==> src/rtl/ecc_par_pkg.sv <==
package ecc_par_pkg;

   // Width of one side of a complementary parity pair set over n positions
   function automatic int pair_bits(input int n);
      return 2 * $clog2(n);
   endfunction

   // True when n is a power of two and at least two
   function automatic bit is_pow2(input int n);
      return (n >= 2) && ((n & (n - 1)) == 0);
   endfunction

   localparam int NAND_BYTE_W = 8;

endpackage

==> src/rtl/ecc_col_acc.sv <==
// Column parity: folds every accepted byte into one register, then derives
// the complementary pairs over bit position from the folded byte.
module ecc_col_acc #(
   parameter int DATA_W = 8,
   localparam int BIT_IDX_W = $clog2(DATA_W),
   localparam int COL_W = 2 * BIT_IDX_W
) (
   input  logic              clk,
   input  logic              rst_n,
   input  logic              clr,
   input  logic              restart,
   input  logic              take,
   input  logic [DATA_W-1:0] din,
   output logic [COL_W-1:0]  col_next
);

   logic [DATA_W-1:0] fold_q;
   logic [DATA_W-1:0] fold_d;

   assign fold_d = take ? (fold_q ^ din) : fold_q;

   always_ff @(posedge clk or negedge rst_n) begin
      if (!rst_n) begin
         fold_q <= '0;
      end else if (clr || restart) begin
         fold_q <= '0;
      end else begin
         fold_q <= fold_d;
      end
   end

   // One pair per bit of the bit-position index
   for (genvar k = 0; k < BIT_IDX_W; k++) begin : g_col_pair
      logic lo_par;
      logic hi_par;
      always_comb begin
         lo_par = 1'b0;
         hi_par = 1'b0;
         for (int j = 0; j < DATA_W; j++) begin
            if (((j >> k) & 1) == 1) hi_par = hi_par ^ fold_d[j];
            else                     lo_par = lo_par ^ fold_d[j];
         end
      end
      assign col_next[2*k]   = lo_par;
      assign col_next[2*k+1] = hi_par;
   end

endmodule

==> src/rtl/ecc_line_acc.sv <==
// Line parity: counts the byte index inside the chunk and steers each byte's
// row parity into the even or odd member of every index-bit pair. The even
// member of the top index bit is redundant and is not built.
module ecc_line_acc #(
   parameter int IDX_W = 8,
   localparam int LINE_W = 2 * IDX_W - 1
) (
   input  logic              clk,
   input  logic              rst_n,
   input  logic              clr,
   input  logic              take,
   input  logic              row_par,
   output logic              last,
   output logic [LINE_W-1:0] line_next
);

   logic [IDX_W-1:0] idx_q;
   logic [IDX_W-2:0] ev_q, ev_d;
   logic [IDX_W-1:0] od_q, od_d;
   logic             hit;

   assign hit  = take & row_par;
   assign last = take & (&idx_q);

   for (genvar k = 0; k < IDX_W; k++) begin : g_line_pair
      assign od_d[k] = od_q[k] ^ (hit & idx_q[k]);
      if (k < IDX_W - 1) begin : g_both
         assign ev_d[k]          = ev_q[k] ^ (hit & ~idx_q[k]);
         assign line_next[2*k]   = ev_d[k];
         assign line_next[2*k+1] = od_d[k];
      end else begin : g_top
         assign line_next[LINE_W-1] = od_d[k];
      end
   end

   always_ff @(posedge clk or negedge rst_n) begin
      if (!rst_n) begin
         idx_q <= '0;
         ev_q  <= '0;
         od_q  <= '0;
      end else if (clr || last) begin
         idx_q <= '0;
         ev_q  <= '0;
         od_q  <= '0;
      end else if (take) begin
         idx_q <= idx_q + 1'b1;
         ev_q  <= ev_d;
         od_q  <= od_d;
      end
   end

endmodule

==> src/rtl/ecc_spare_ser.sv <==
// Sends the spare-area form out byte by byte, most significant byte first.
module ecc_spare_ser #(
   parameter int STORE_W = 24,
   parameter int BYTE_W = 8,
   localparam int NBYTES = STORE_W / BYTE_W,
   localparam int CNT_W = $clog2(NBYTES + 1)
) (
   input  logic               clk,
   input  logic               rst_n,
   input  logic               abort,
   input  logic               load,
   input  logic [STORE_W-1:0] word,
   output logic               out_vld,
   output logic [BYTE_W-1:0]  out_byte
);

   logic [STORE_W-1:0] sh_q;
   logic [CNT_W-1:0]   cnt_q;

   always_ff @(posedge clk or negedge rst_n) begin
      if (!rst_n) begin
         sh_q  <= '0;
         cnt_q <= '0;
      end else if (abort) begin
         sh_q  <= '0;
         cnt_q <= '0;
      end else if (load) begin
         sh_q  <= word;
         cnt_q <= CNT_W'(NBYTES);
      end else if (cnt_q != '0) begin
         sh_q  <= sh_q << BYTE_W;
         cnt_q <= cnt_q - 1'b1;
      end
   end

   assign out_vld  = (cnt_q != '0);
   assign out_byte = sh_q[STORE_W-1 -: BYTE_W];

endmodule

==> src/rtl/ecc_page_par.sv <==
module ecc_page_par #(
   parameter int DATA_W = ecc_par_pkg::NAND_BYTE_W,
   parameter int CHUNK_BYTES = 256,
   parameter int STORE_W = 24,
   parameter int STORE_SHIFT = 2,
   localparam int IDX_W = $clog2(CHUNK_BYTES),
   localparam int COL_W = ecc_par_pkg::pair_bits(DATA_W),
   localparam int LINE_W = ecc_par_pkg::pair_bits(CHUNK_BYTES) - 1,
   localparam int WORD_W = COL_W + LINE_W
) (
   input  logic               clk,
   input  logic               rst_n,
   input  logic               cfg_ecc_en,
   input  logic               ctl_ecc_clr,
   input  logic               in_vld,
   input  logic               in_spare,
   input  logic [DATA_W-1:0]  in_byte,
   output logic               par_vld,
   output logic [WORD_W-1:0]  par_word,
   output logic [STORE_W-1:0] par_store,
   output logic               spr_vld,
   output logic [DATA_W-1:0]  spr_byte
);

   // Elaboration-time parameter checks
   if (!ecc_par_pkg::is_pow2(DATA_W)) begin : g_bad_data_w
      $error("DATA_W must be a power of two");
   end
   if (!ecc_par_pkg::is_pow2(CHUNK_BYTES) || CHUNK_BYTES < 4) begin : g_bad_chunk
      $error("CHUNK_BYTES must be a power of two of at least 4");
   end
   if (STORE_W < WORD_W + STORE_SHIFT) begin : g_bad_store_w
      $error("STORE_W too narrow for the shifted parity word");
   end
   if ((STORE_W % DATA_W) != 0) begin : g_bad_store_mul
      $error("STORE_W must be a whole number of bytes");
   end

   logic              take;
   logic              last;
   logic              row_par;
   logic [COL_W-1:0]  col_next;
   logic [LINE_W-1:0] line_next;

   assign take    = in_vld & cfg_ecc_en & ~in_spare & ~ctl_ecc_clr;
   assign row_par = ^in_byte;

   ecc_col_acc #(.DATA_W(DATA_W)) col_i (
      .clk      (clk),
      .rst_n    (rst_n),
      .clr      (ctl_ecc_clr),
      .restart  (last),
      .take     (take),
      .din      (in_byte),
      .col_next (col_next)
   );

   ecc_line_acc #(.IDX_W(IDX_W)) line_i (
      .clk       (clk),
      .rst_n     (rst_n),
      .clr       (ctl_ecc_clr),
      .take      (take),
      .row_par   (row_par),
      .last      (last),
      .line_next (line_next)
   );

   always_ff @(posedge clk or negedge rst_n) begin
      if (!rst_n) begin
         par_word <= '0;
         par_vld  <= 1'b0;
      end else if (ctl_ecc_clr) begin
         par_word <= '0;
         par_vld  <= 1'b0;
      end else begin
         par_vld <= last;
         if (last) par_word <= {line_next, col_next};
      end
   end

   assign par_store = ~(STORE_W'(par_word) << STORE_SHIFT);

   ecc_spare_ser #(.STORE_W(STORE_W), .BYTE_W(DATA_W)) ser_i (
      .clk      (clk),
      .rst_n    (rst_n),
      .abort    (ctl_ecc_clr),
      .load     (par_vld),
      .word     (par_store),
      .out_vld  (spr_vld),
      .out_byte (spr_byte)
   );

endmodule

==> config.mk <==
export PLATFORM = sky130hd
export DESIGN_NAME = ecc_page_par
export DESIGN_NICKNAME = d
export VERILOG_FILES = /design/src/rtl/ecc_par_pkg.sv /design/src/rtl/ecc_col_acc.sv /design/src/rtl/ecc_line_acc.sv /design/src/rtl/ecc_spare_ser.sv /design/src/rtl/ecc_page_par.sv
export SDC_FILE = /design/constraint.sdc
export NUM_CORES = 1
export LEC_CHECK = 0
export BUFFER_PORTS_ARGS = -buffer_cell sky130_fd_sc_hd__buf_2
export CAP_MARGIN = 20
export CORE_MARGIN = 2
export CORE_UTILIZATION = 40
export CTS_BUF_LIST = sky130_fd_sc_hd__clkbuf_8
export CTS_CLUSTER_SIZE = 14
export DETAILED_ROUTE_END_ITERATION = 8
export PLACE_DENSITY = 0.6
export SYNTH_ARGS = -nofsm -noshare
export SYNTH_HDL_FRONTEND = slang
export SYNTH_SLANG_ARGS = --single-unit
==> constraint.sdc <==
create_clock -name clk -period 2.83 [get_ports clk]
set_input_delay 0.4245 -clock clk [delete_from_list [all_inputs] [get_ports clk]]
set_output_delay 0.4245 -clock clk [all_outputs]
set_load 0.005 [all_outputs]
Word-level counts from Yosys, hierarchy flattened
Cells that the tools add are included.
{"block": "totals", "ff_bits": 79, "latch_bits": 0, "ram_bits": 0, "romBits": 0, "in_bits": 14, "out_inout_bits": 55, "word_cells": 97, "n_memories": 0}
{"block": "op_classes", "add_sub_neg": 2, "mul": 0, "n_div": 0, "magnitude_cmp": 0, "n_eq_ne": 0, "shifts": 0, "mux": 17, "bitwise": 63, "n_reduce_logical": 7}
{"cell": "$mux W24", "count": 3}
{"cell": "$mux W8", "count": 6}
{"cell": "$mux W21", "count": 2}
{"cell": "$xor A1 B1 Y1", "count": 32}
{"cell": "$not A23 Y24", "count": 1}
{"cell": "$and A1 B1 Y1", "count": 20}
{"cell": "$mux W7", "count": 2}
{"cell": "$not A1 Y1", "count": 9}
{"cell": "$add A8 B1 Y8 const B", "count": 1}
{"cell": "$reduce_and A8 Y1", "count": 1}
{"cell": "$reduce_xor A8 Y1", "count": 1}
{"cell": "$xor A8 B8 Y8", "count": 1}
{"cell": "$mux W2", "count": 3}
{"cell": "$reduce_bool A2 Y1", "count": 3}
{"cell": "$reduce_bool A3 Y1", "count": 1}
{"cell": "$sub A2 B1 Y2 const B", "count": 1}
{"cell": "$logic_or A1 B1 Y1", "count": 1}
{"cell": "$mux W1", "count": 1}

Logic depth before layout (Yosys ltp)
{"block": "depth", "word_depth": 9, "ltp_mapped": 8, "mapped_depth_nobuf": 7}

Hierarchy
A second synthesis with hierarchy kept.
{"block": "unflattened", "cells_unflattened": 455, "area_unflattened_um2": 4476.8}
{"mod": "ecc_spare_ser", "instances": 1, "cells_per_inst": 125, "area_per_inst_um2": 1410.1, "seq_area_each_um2": 650.6}
{"mod": "ecc_line_acc", "instances": 1, "cells_per_inst": 142, "area_per_inst_um2": 1280.0, "seq_area_each_um2": 575.6}
{"mod": "ecc_page_par", "instances": 1, "cells_per_inst": 103, "area_per_inst_um2": 1061.0, "seq_area_each_um2": 550.5}
{"mod": "ecc_col_acc", "instances": 1, "cells_per_inst": 85, "area_per_inst_um2": 725.7, "seq_area_each_um2": 200.2}

Worst setup path after synthesis
OpenSTA, ideal clock, no wires.
{"block": "synth_path", "kind": "input port to flip-flop", "start": "in in_byte[4]", "end": "reg line_i.ev_q[0]", "setup_ps": 133, "t_arrival_ps": 1675, "t_required_ps": 2697, "setup_slack_ps": 1022, "cell_stages": 7, "n_path_buf": 2, "path_cell_list": "xor2_2 -> xnor2_1 -> xor2_1 -> buf_6 -> buf_8 -> o311ai_0 -> nand2_1"}
{"block": "synth_via", "elab_chain_cells": 6}
{"item": "start, declared", "line": "ecc_page_par.sv:17", "source": "input logic [DATA_W-1:0] in_byte,"}
{"item": "$reduce_xor A8 Y1", "line": "ecc_page_par.sv:46", "source": "assign row_par = ^in_byte;"}
{"item": "$and A1 B1 Y1", "line": "ecc_line_acc.sv:22", "source": "assign hit = take & row_par;"}
{"item": "$and A1 B1 Y1", "line": "ecc_line_acc.sv:28", "source": "assign ev_d[k] = ev_q[k] ^ (hit & ~idx_q[k]);"}
{"item": "$xor A1 B1 Y1", "line": "ecc_line_acc.sv:28"}
{"item": "$mux W7", "line": "ecc_line_acc.sv:45", "source": "end else if (take) begin"}
{"item": "$mux W7", "line": "ecc_line_acc.sv:41", "source": "end else if (clr || last) begin"}
{"item": "end signal, assigned", "line": "ecc_line_acc.sv:47", "source": "ev_q <= ev_d;"}
{"item": "end, declared", "line": "ecc_line_acc.sv:18", "source": "logic [IDX_W-2:0] ev_q, ev_d;"}
No other way between the ends. The select of a mux whose other input is x is not followed.
A chain may end at the register's enable or synchronous reset.

Final worst setup path
{"block": "layout_path", "start": "reg line_i.idx_q[0]", "end": "reg par_word[9]"}
{"block": "layout_via", "elab_chain_cells": 3}
{"item": "start, declared", "line": "ecc_line_acc.sv:17", "source": "logic [IDX_W-1:0] idx_q;"}
{"item": "start signal, assigned", "line": "ecc_line_acc.sv:46", "source": "idx_q <= idx_q + 1'b1;"}
{"item": "$reduce_and A8 Y1", "line": "ecc_line_acc.sv:23", "source": "assign last = take & (&idx_q);"}
{"item": "$and A1 B1 Y1", "line": "ecc_line_acc.sv:23"}
{"item": "$reduce_bool A2 Y1 (no source line)"}
{"item": "end signal, assigned", "line": "ecc_page_par.sv:77", "source": "if (last) par_word <= {line_next, col_next};"}
{"item": "end, declared", "line": "ecc_page_par.sv:19", "source": "output logic [WORD_W-1:0] par_word,"}
No other way between the ends.

==> flow_summary_export.csv <==
group,metric,value,unit
status,status,"finished clean",
synthesis,yosysMostFrequentCell,"dfrtp_1",
global_routing,grt_pass1_vias,3292,
cts,numCtsBuffers,9,
floorplan,start_util,41.0,%
critical_path,worst-setup-path-type,"reg -> reg",
synthesis,syn_inst,458,
cts,htree_levels,3,
power,power.net_switching,0.797,mW
synthesis,async_flop_share,100,%
drt,wirelength,9720,µm
floorplan,rows,37,
power,p_total,2.41,mW
synthesis,synth_common_cells,"dfrtp_1, nand2_1, nor2_1, nand3_1, a211oi_1",
synthesis,synth-edff-count,0,
global_routing,track_usage,18.3,%
hold_path,whs_path_depth,4,
critical_path,worstPathMaxFanout,19,
critical_path,rr_endpoint,"par_word[9]$_DFFE_PN0N_",
critical_path,crit_arrival,2.36,ns
synthesis,synth.top_cell.area_share,46.3,%
power,power_frac_clock,32.1,%
hold_path,hold_class,"in -> reg",
power,leakage,2.12,nW
sta,slew_violations,0,
synthesis,yosysWarnings,0,
global_routing,grt_antenna_before_repair,0,
floorplan,die_area,11400,µm²
cts,clkLatencyLatePin,0.36,ns
drt,drc,0,
hold_path,hp-start,"in_byte[2]",
critical_path,reg2reg_depth,7,
drt,ant_nets,0,
synthesis,synth_top_cells_by_area,"dfrtp_1, xnor2_1, a211oi_1",
cells_and_area,antenna_cells,0,
floorplan,fp.dieH,107,µm
floorplan,die_width,107,µm
cts,cts-resized-gates,0,
power,swShare,33.1,%
drt,drt_iter0_drc,262,
sta,final-setup-viol-count,0,
floorplan,core_area,10300,µm²
cts,clock_path_buffers,2,
drt,routed_via_density,5.20,
critical_path,crit_chain,"ha_1, and3_1, nand3_1, inv_1, buf_4, a21oi_1, a31oi_1",
global_routing,grt_max_degree,79,
sta,fin_setup_tns,0,ns
critical_path,crit_required,3.10,ns
sta,worst_pin_slew,0.567,ns
critical_path,slowest_delay,0.48,ns
power,internal-power,1.61,mW
cts,clkSinkCount,78,
critical_path,cp_slowest_cell,"dfrtp_1",
cts,clk_pin_slew_worst_paths,0.08,ns
placement,io_buffers,65,
cts,post_cts_buffers,0,
placement,place.gp.congestion,0.802,
sta,period_needed,2.09,ns
sta,max_slew_margin,62.1,%
power,irDropWorstVdd,0.555,mV
cells_and_area,area_growth,14.0,%
critical_path,rr_startpoint,"line_i.idx_q[0]$_DFFE_PN0P_",
critical_path,start_kind,"flop",
placement,dpl.cell_count,628,
drt,first_pass_iters,5,
critical_path,cp-end-kind,"flop",
power,p_comb_share,19.7,%
global_routing,grt_pass1_wl,16800,µm
synthesis,synth_cell_types,42,
cells_and_area,finalNonFillerCells,646,
synthesis,synth_area,4210,µm²
drt,vias,3357,
sta,post-route-period-util,73.8,%
critical_path,crit_family,"buffers and inverters",
sta,hold_violations,0,
drt,routedWlPerCell,15.0,µm
sta,fmax,0.479,GHz
hold_path,min_to,"col_i.fold_q[2]$_DFF_PN0_",
synthesis,synth-seq-cells,78,
sta,skew,0.0142,ns
synthesis,ys.flop_type,"dfrtp_1",
synthesis,synth_top_area_cell,"dfrtp_1",
global_routing,globalRoute.totalOverflow,0,
sta,rsz0062_at_grt,"no",
power,seqPwrFrac,48.1,%
critical_path,r2r_slack,0.74,ns
synthesis,avgSynthCellArea,9.20,µm²
placement,hpwl,6560,µm
floorplan,ioPinCount,69,
job,maxCapViolCount,0,
synthesis,synth.yosys.seq_area_share,46.3,%
cells_and_area,drive_gt1_share,19.2,%
power,power_density,501,nW/µm²
cells_and_area,fin_nets,521,
cts,tritoncts,"built",
cells_and_area,nFillCells,1003,
cts,root_buffer,"clkbuf_8",
critical_path,cp.buffers_inverters,2,
==> flip-flops by register name, summed over array words and instances, names as in the netlist <==
name and cells:
line_i.od_q 8, line_i.idx_q 8, par_vld 1, line_i.ev_q 7
ser_i.cnt_q 2, col_i.fold_q 8, par_word 21, ser_i.sh_q 23
==> worst max path at each step <==
| stage | from | to | cells past startpoint |
|---|---|---|---|
| after global placement | in_byte[4] | line_i.od_q[0]$_DFFE_PN0P_ | 7 |
| after global routing | line_i.idx_q[0]$_DFFE_PN0P_ | par_word[8]$_DFFE_PN0N_ | 7 |
| after CTS | line_i.idx_q[0]$_DFFE_PN0P_ | par_word[6]$_DFFE_PN0N_ | 7 |
| after floorplan | in_byte[4] | line_i.ev_q[0]$_DFFE_PN0P_ | 7 |
| after detailed placement | in_byte[4] | line_i.od_q[1]$_DFFE_PN0P_ | 7 |
| final | line_i.idx_q[0]$_DFFE_PN0P_ | par_word[9]$_DFFE_PN0N_ | 7 |
==> routing by layer <==
metal / global-route usage, % / vias to the layer above / part of all wire [%]
li1: - / 1660 / -
met1: 26.3 / 1631 / 49
met2: 27.8 / 59 / 47
met3: 4.38 / 7 / 3.4
met4: 4.82 / 0 / 0.81
met5: 0 / - / 0
==> power by group through the flow <==
stage / logic [mW] / clock network [mW] / registers [mW]
after detailed placement: 0.470 / 0 / 1.18
after global placement: 0.462 / 0 / 1.18
after global routing: 0.540 / 0.857 / 1.16
final: 0.474 / 0.774 / 1.16
after CTS: 0.471 / 0.803 / 1.16
after floorplan: 0.370 / 0 / 1.18
==> per-stage QoR <==
stage / hold slack (ns) / setup WS, ns / cell area, µm² / utilization, %
floorplan: 0.129 / 1.02 / 4220 / -
global placement: 0.464 / 0.669 / 4590 / 44.6
detailed placement: 0.466 / 0.620 / 4590 / 44.6
CTS: 0.259 / 0.709 / 4770 / 46.4
global route: 0.470 / 0.442 / 4800 / 46.7
finish: 0.441 / 0.742 / 4800 / 46.7
==> cell usage in the layout, fill, tap and decap left out, drive strengths merged <==
cell	instances
buf	77
nand2b	2
mux2i	2
a32oi	5
a211oi	31
ha	2
a22oi	3
or4	3
o21ai	11
clkinvlp	2
dlygate4sd3	1
and4	1
nand4	1
nand3	33
nand3b	1
nor4bb	1
and3	2
nor3	5
nand2	44
xnor2	30
o211ai	7
mux2	1
conb	3
a21oi	15
or3	4
o311ai	9
inv	29
clkinv	2
xor2	20
o31ai	8
or4b	2
clkbuf	9
a22o	1
nor2b	17
dfrtp	78
nor3b	3
nor2	40
a31oi	5
==> tightest hold or removal path, cell delays in order <==
cell     delay (ns)
buf_2          0.12
nand2_1        0.07
xor2_1         0.06
nor2_1         0.08
==> repair_timing <==
item,in CTS,in global routing
endpoints found under the setup margin,0,0
hold buffers,0,1
endpoints found under the hold margin,0,21
==> cell type report <==
cell class	count	area [µm²]	share of cell area, %
clock buffers	9	124	2.58
clock inverters	7	57.6	1.20
inverters	26	97.6	2.03
multi-input cells	312	1960	40.7
flip-flops and latches	78	1950	40.6
well taps	136	170	3.54
repair buffers	78	448	9.32
==> cell families (layout without fill, tap and decap cells) <==
kind of cell | after synthesis | after routing | share of synthesized area, %
compound gates | 95 | 95 | 15.7
xor+xnor | 50 | 50 | 10.6
fa+ha+maj | 2 | 2 | 0.594
buf+inv | 70 | 120 | 7.96
flops | 78 | 78 | 46.3
mux | 3 | 3 | 0.743
other cells | 1 | 3 | 0.0890
simple gates | 159 | 159 | 18.0
(Power assumes the default switching activity.)
